**src/rtl/dma_trig_pkg.sv**
```systemverilog
package dma_trig_pkg;
  localparam int CODE_W  = 4;
  localparam int REG_W   = 8;
  localparam int NUM_EVT = 10;
  localparam int BANK_BIT = 6;
  localparam int SWREQ_BIT = 7;

  localparam logic [CODE_W-1:0] CODE_PIN_FALL = 4'b0000;
  localparam logic [CODE_W-1:0] CODE_SOFT     = 4'b0001;
  localparam logic [CODE_W-1:0] CODE_TMR0     = 4'b0010;
  localparam logic [CODE_W-1:0] CODE_TMR1     = 4'b0011;
  localparam logic [CODE_W-1:0] CODE_TMR2     = 4'b0100;
  localparam logic [CODE_W-1:0] CODE_TMR3     = 4'b0101;
  localparam logic [CODE_W-1:0] CODE_SER0_TX  = 4'b1010;
  localparam logic [CODE_W-1:0] CODE_SER0_RX  = 4'b1011;
  localparam logic [CODE_W-1:0] CODE_SER2_TX  = 4'b1100;
  localparam logic [CODE_W-1:0] CODE_SER2_RX  = 4'b1101;
  localparam logic [CODE_W-1:0] CODE_SER1_RX  = 4'b1111;
  localparam logic [CODE_W-1:0] XCODE_SER3    = 4'b0101;
  localparam logic [CODE_W-1:0] XCODE_PIN_ANY = 4'b0111;

  localparam int EV_SER0_TX = 4;
  localparam int EV_SER0_RX = 5;
  localparam int EV_SER2_TX = 6;
  localparam int EV_SER2_RX = 7;
  localparam int EV_SER1_RX = 8;
  localparam int EV_SER3    = 9;

  typedef struct packed {
    logic selLoad;
    logic swTrig;
    logic pendClr;
  } trigStrobe_t;
endpackage

```
**src/rtl/dma_trig_datapath.sv**
```systemverilog
module dma_trig_datapath
  import dma_trig_pkg::*;
#(
  parameter int SYNC_STAGES = 2
) (
  input  logic                clk,
  input  logic                rst_n,
  input  trigStrobe_t         strobe,
  input  logic [REG_W-1:0]    wrData,
  input  logic [NUM_EVT-1:0]  periphEvt,
  input  logic                extPin,
  output logic [CODE_W-1:0]   selCode,
  output logic                selBank,
  output logic                causeFire
);
  localparam int PIPE_W = SYNC_STAGES + 1;

  logic [PIPE_W-1:0] pinPipe;
  logic pinNow, pinOld, pinFall, pinRise;
  logic hwFire;

  always_ff @(posedge clk or negedge rst_n) begin
    if (!rst_n) begin
      selCode <= '0;
      selBank <= 1'b0;
    end else if (strobe.selLoad) begin
      selCode <= wrData[CODE_W-1:0];
      selBank <= wrData[BANK_BIT];
    end
  end

  always_ff @(posedge clk or negedge rst_n) begin
    if (!rst_n) pinPipe[0] <= 1'b1;
    else        pinPipe[0] <= extPin;
  end

  for (genvar s = 1; s < PIPE_W; s++) begin : g_sync
    always_ff @(posedge clk or negedge rst_n) begin
      if (!rst_n) pinPipe[s] <= 1'b1;
      else        pinPipe[s] <= pinPipe[s-1];
    end
  end

  assign pinNow  = pinPipe[SYNC_STAGES-1];
  assign pinOld  = pinPipe[SYNC_STAGES];
  assign pinFall = pinOld & ~pinNow;
  assign pinRise = ~pinOld & pinNow;

  always_comb begin
    hwFire = 1'b0;
    if (!selBank) begin
      case (selCode)
        CODE_PIN_FALL: hwFire = pinFall;
        CODE_TMR0:     hwFire = periphEvt[0];
        CODE_TMR1:     hwFire = periphEvt[1];
        CODE_TMR2:     hwFire = periphEvt[2];
        CODE_TMR3:     hwFire = periphEvt[3];
        CODE_SER0_TX:  hwFire = periphEvt[EV_SER0_TX];
        CODE_SER0_RX:  hwFire = periphEvt[EV_SER0_RX];
        CODE_SER2_TX:  hwFire = periphEvt[EV_SER2_TX];
        CODE_SER2_RX:  hwFire = periphEvt[EV_SER2_RX];
        CODE_SER1_RX:  hwFire = periphEvt[EV_SER1_RX];
        default:       hwFire = 1'b0;
      endcase
    end else begin
      case (selCode)
        XCODE_SER3:    hwFire = periphEvt[EV_SER3];
        XCODE_PIN_ANY: hwFire = pinFall | pinRise;
        default:       hwFire = 1'b0;
      endcase
    end
  end

  assign causeFire = hwFire | strobe.swTrig;
endmodule

```
**src/rtl/dma_trig_ctrl.sv**
```systemverilog
module dma_trig_ctrl
  import dma_trig_pkg::*;
(
  input  logic             clk,
  input  logic             rst_n,
  input  logic             regWrEn,
  input  logic             regAddr,
  input  logic [REG_W-1:0] regWrData,
  input  logic             causeFire,
  input  logic             xferAck,
  output trigStrobe_t      strobe,
  output logic             pending
);
  logic selWr, pendWr;

  assign selWr  = regWrEn & ~regAddr;
  assign pendWr = regWrEn & regAddr;

  always_comb begin
    strobe.selLoad = selWr;
    strobe.swTrig  = selWr & regWrData[SWREQ_BIT] & ~regWrData[BANK_BIT]
                     & (regWrData[CODE_W-1:0] == CODE_SOFT);
    strobe.pendClr = pendWr & ~regWrData[0];
  end

  always_ff @(posedge clk or negedge rst_n) begin
    if (!rst_n)                          pending <= 1'b0;
    else if (causeFire)                  pending <= 1'b1;
    else if (strobe.pendClr || xferAck)  pending <= 1'b0;
  end
endmodule

```
**src/rtl/dma_trig_sel.sv**
```systemverilog
module dma_trig_sel
  import dma_trig_pkg::*;
(
  input  logic               clk,
  input  logic               rst_n,
  input  logic               regWrEn,
  input  logic               regAddr,
  input  logic [7:0]         regWrData,
  output logic [7:0]         regRdData,
  input  logic [9:0]         periphEvt,
  input  logic               extPin,
  input  logic               xferAck,
  output logic               dmaReq
);
  trigStrobe_t       strobe;
  logic [CODE_W-1:0] selCode;
  logic              selBank;
  logic              causeFire;

  dma_trig_ctrl i_ctrl (
    .clk       (clk),
    .rst_n     (rst_n),
    .regWrEn   (regWrEn),
    .regAddr   (regAddr),
    .regWrData (regWrData),
    .causeFire (causeFire),
    .xferAck   (xferAck),
    .strobe    (strobe),
    .pending   (dmaReq)
  );

  dma_trig_datapath #(.SYNC_STAGES(2)) i_dp (
    .clk       (clk),
    .rst_n     (rst_n),
    .strobe    (strobe),
    .wrData    (regWrData),
    .periphEvt (periphEvt),
    .extPin    (extPin),
    .selCode   (selCode),
    .selBank   (selBank),
    .causeFire (causeFire)
  );

  always_comb begin
    if (!regAddr) regRdData = {1'b0, selBank, 2'b00, selCode};
    else          regRdData = {7'b0, dmaReq};
  end
endmodule

```
**config.mk**
```make
export PLATFORM = sky130hd
export DESIGN_NAME = dma_trig_sel
export DESIGN_NICKNAME = d
export VERILOG_FILES = /design/src/rtl/dma_trig_pkg.sv /design/src/rtl/dma_trig_datapath.sv /design/src/rtl/dma_trig_ctrl.sv /design/src/rtl/dma_trig_sel.sv
export SDC_FILE = /design/constraint.sdc
export NUM_CORES = 1
export LEC_CHECK = 0
export ABC_AREA = 0
export CORE_ASPECT_RATIO = 1.1
export CORE_UTILIZATION = 35
export DETAILED_ROUTE_END_ITERATION = 8
export GPL_TIMING_DRIVEN = 0
export PLACE_DENSITY = 0.76
export SYNTH_ARGS = -nofsm -noshare
export SYNTH_HDL_FRONTEND = slang
export SYNTH_SLANG_ARGS = --single-unit
```
**constraint.sdc**
```tcl
create_clock -name clk -period 2.1 [get_ports clk]
set_input_delay 0.42 -clock clk [delete_from_list [all_inputs] [get_ports clk]]
set_output_delay 0.42 -clock clk [all_outputs]
set_load 0.01 [all_outputs]
```
==> summary by stage <==
Synthesis
The synthesized design spends more area on one cell type than any other, namely sky130_fd_sc_hd__dfrtp_1. During synthesis, Yosys emitted a total of 0 warnings. The most used flip-flop cell after synthesis is sky130_fd_sc_hd__dfrtp_1.

By area the synthesized netlist is led by sky130_fd_sc_hd__dfrtp_1 24%, sky130_fd_sc_hd__dfstp_2 12%, sky130_fd_sc_hd__mux2_2 8.9%. For this run, asynchronously set or reset flops after synthesis account for 100.0%. The synthesized instance count is 62. The number of enable flip-flop cells after synthesis is 0.

Counting instances in the post-synthesis netlist gives the leading cell types as 6 x sky130_fd_sc_hd__dfrtp_1, 5 x sky130_fd_sc_hd__inv_1, 5 x sky130_fd_sc_hd__mux2_2. The dominant cell by count in the synthesized netlist is sky130_fd_sc_hd__dfrtp_1. Counting flops and latches in the post-synthesis netlist gives 9. Sequential cells were found to cover 36.24% of the synthesized design area. The top cell type by area accounts for 23.76% of the synthesized area. A synthesized cell averages 10.19 µm². The number of distinct library cells after synthesis is 31. The netlist area before placement is 631.9 µm².

Clock tree
The clock tree buffer depth is 2. The cell at the root of the clock tree is sky130_fd_sc_hd__clkbuf_4. The CTS buffer count is 3. CTS built an H-tree with a depth of 1. The clock slew at the register clock pins of the worst setup and hold paths is 50 ps. The clock drives 9 sinks. For the worst-skew pair, the clock arrives at the later sink with an insertion delay of 250 ps. The number of setup buffers added after CTS is 0. TritonCTS built the clock tree.

Setup path
For this design, the slowest cell found on the critical path is sky130_fd_sc_hd__clkdlybuf4s50_1. The worst setup path is of the primary input to output pin kind. STA puts the critical path data required time at 1680 ps. The nature of the critical path startpoint is a primary input. Traced cell by cell, the critical path runs through dlygate4sd2_1, mux2_2, clkdlybuf4s50_1. STA puts the critical path data arrival time at 1610 ps. The family with the most delay on the worst path is buffers and inverters. The critical path contains buffers and inverters numbering 2 combined.

The largest fanout on the critical path is 7. STA classifies the critical path endpoint as an output pin. The delay of the slowest cell on the worst path is 480 ps.

STA
The setup slack after layout is 71.12 ps. The final setup violation count is 0. The count of pins over their slew limit is 0. The fmax is 0.4929 GHz. The final count of hold timing violations was 0.

Between clock sinks in the finished design, the worst skew comes to 4.375 ps. The minimum period implied by the final worst setup slack is 2029 ps. The final cycle utilization of the critical path is 96.61%. Setup repair after global routing left no endpoint under its margin.

Floorplanning
The floorplan has 15 rows. The starting density of the core is 38.70%. The vertical extent of the die is 46.56 µm. The area of the core is 1633 µm². The overall die width is 42.51 µm. The total die area is 1979 µm².

The number of top-level design ports is 33.

Final layout
The finished layout holds 112 standard cells, fillers aside. In the final layout, the share of cells above drive strength 1 is 21.05%. Counting the fill cells in the layout gives 148. The finished cells cover 955.9 µm².

The area growth from synthesis to layout is 51.29%. The number of inserted diodes is 0. The final layout contains 121 nets.

Power and ir drop
The peak ir drop on the vdd network is 0.3441 mV. Cell internal power was estimated by the tool at 0.0004062 W. The static leakage power is 0.3980 nW. The combinational cell fraction of total power is 40.2%.

Net switching is 28.78% of the power. Summed over all nets, the switching power comes to 0.0001642 W. The proportion of power drawn by the clock network is 22.2%. Power spread over the standard cell area amounts to 596.6 nW/µm². In this run, flip-flops and latches consume 37.6% of the power.

Place
At the placement stage, the worst setup path has a slack of -205.4 ps. Routability-driven placement finished with a final weighted congestion of 0.7352. The total placed cells including tap cells is 108. After legalization and detailed placement, the total HPWL measured 1.011 mm. The number of input and output port buffers inserted is 27. The placed standard-cell area is 930.9 µm².

GRT
The via count of the first global-routing pass came to 522. The number of antenna violations at the first check in global routing came to 0. In the global route stage, overall resource usage came out at 15.48%. Entering global routing, the biggest net connects 10 pins. The global-route wire length before repair is 2.214 mm. The leftover overflow at the end of global routing is 0.

Flow run
The count of max-cap constraint violations is 0.

Hold path
The path class of the tightest hold or removal check is register to register.

Route
Using the TritonRoute via totals, the vias-per-cell ratio works out to 4.982. After the first detailed-routing iteration, the DRC count stood at 9. The final routed DRC violation total is 0. In this run the remaining antenna-violating nets after routing total 0.

The first detailed-routing pass took 4 iterations. The total via count in the routed design is 558. The per-cell routed wire length is 11.78 µm. The total wire length is 1.319 mm.

Status
The run finished with clean final reports.
==> cell usage in the layout, fill, tap and decap left out, drive strengths merged, types with 2 or more instances in the layout <==
cell type,netlist,routed
dfstp,3,3
nand2b,4,4
dfrtp,6,6
mux2i,2,2
mux2,6,6
inv,5,5
buf,7,7
conb,1,3
o21ai,3,3
nor2b,3,3
clkdlybuf4s50,0,26
nor2,3,3
nand2,4,4
clkbuf,0,4
==> routing by layer <==
metal | track usage (%) | up-vias | part of all wire (%)
li1 | - | 278 | -
met2 | 26.15 | 26 | 47
met4 | 7.500 | 0 | 1.1
met3 | 3.529 | 2 | 6.9
met1 | 18.84 | 252 | 45
met5 | 0 | - | 0
==> worst paths after layout <==
check,slack [ps],cells after the start,endpoint,start
worst min-delay path,360,0,i_dp.pinNow,i_dp.pinPipe[0]
max in group asynchronous,1320,1,i_dp.pinNow,rst_n
worst max register to register,440,6,i_ctrl.pending,i_dp.pinNow
worst max-delay path,70,3,regRdData[0],regAddr
worst min register to register,360,0,i_dp.pinNow,i_dp.pinPipe[0]
min in group asynchronous,460,1,i_dp.selBank,rst_n
==> registers in the layout, indices dropped and copies added, names as in the netlist <==
register / cells
i_dp.pinNow: 1
i_dp.selBank: 1
i_ctrl.pending: 1
i_dp.selCode: 4
i_dp.pinOld: 1
i_dp.pinPipe: 1
==> cell families (layout without fill, tap and decap cells) <==
group           count (synthesis)  count (layout)  share of synthesized area [%]
buf+inv                        12              43                          12.67
compound gates                 12              12                          16.64
other cells                     1               3                         0.5935
simple gates                   19              19                          18.02
fa+ha+maj                       1               1                          1.980
mux                             8               8                          13.86
flops                           9               9                          36.24
==> power by group through the flow <==
stage,sequential (W),clock [W],combinational (W)
floorplan,0.000216,0,0.000129
global placement,0.000216,0,0.000228
detailed placement,0.000217,0,0.000230
CTS,0.000215,0.000133,0.000231
global route,0.000218,0.000144,0.000251
finish,0.000214,0.000127,0.000229
==> cell type report <==
class	count	area [µm²]	share of cell area, %
clock buffer	4	26.28	2.749
multi-input combinational	43	330.3	34.55
buffer	7	61.31	6.414
timing repair buffer	27	269.0	28.14
inverter	5	18.77	1.963
tap	17	21.27	2.225
sequential	9	229.0	23.95
==> worst register-to-register path: stages (launching register included) <==
cell                        delay, ps
sky130_fd_sc_hd__dfstp_2          530
sky130_fd_sc_hd__inv_1             40
sky130_fd_sc_hd__ha_1             250
sky130_fd_sc_hd__nand2b_1         170
sky130_fd_sc_hd__a2111oi_4        330
sky130_fd_sc_hd__nor4_1           100
sky130_fd_sc_hd__a31oi_1          170
==> repair_timing <==
action	in CTS	in global routing
hold buffers	0	0
gates resized for setup	1	0
setup endpoints to repair	1	0
==> stage by stage <==
step / total power [W] / setup TNS, ps / hold WS [ps] / utilization [%]
6_report: 0.0005703 / 0 / 355.5 / 58.54
5_1_grt: 0.0006132 / 0 / 363.5 / 58.54
4_1_cts: 0.0005788 / 0 / 356.3 / 58.54
3_5_place_dp: 0.0004464 / -205.4 / 348.1 / 57.01
3_3_place_gp: 0.0004442 / -174.6 / 345.4 / 57.01
2_1_floorplan: 0.0003454 / 0 / 124.4 / -
No activity file was read; power rests on OpenSTA's default activity.
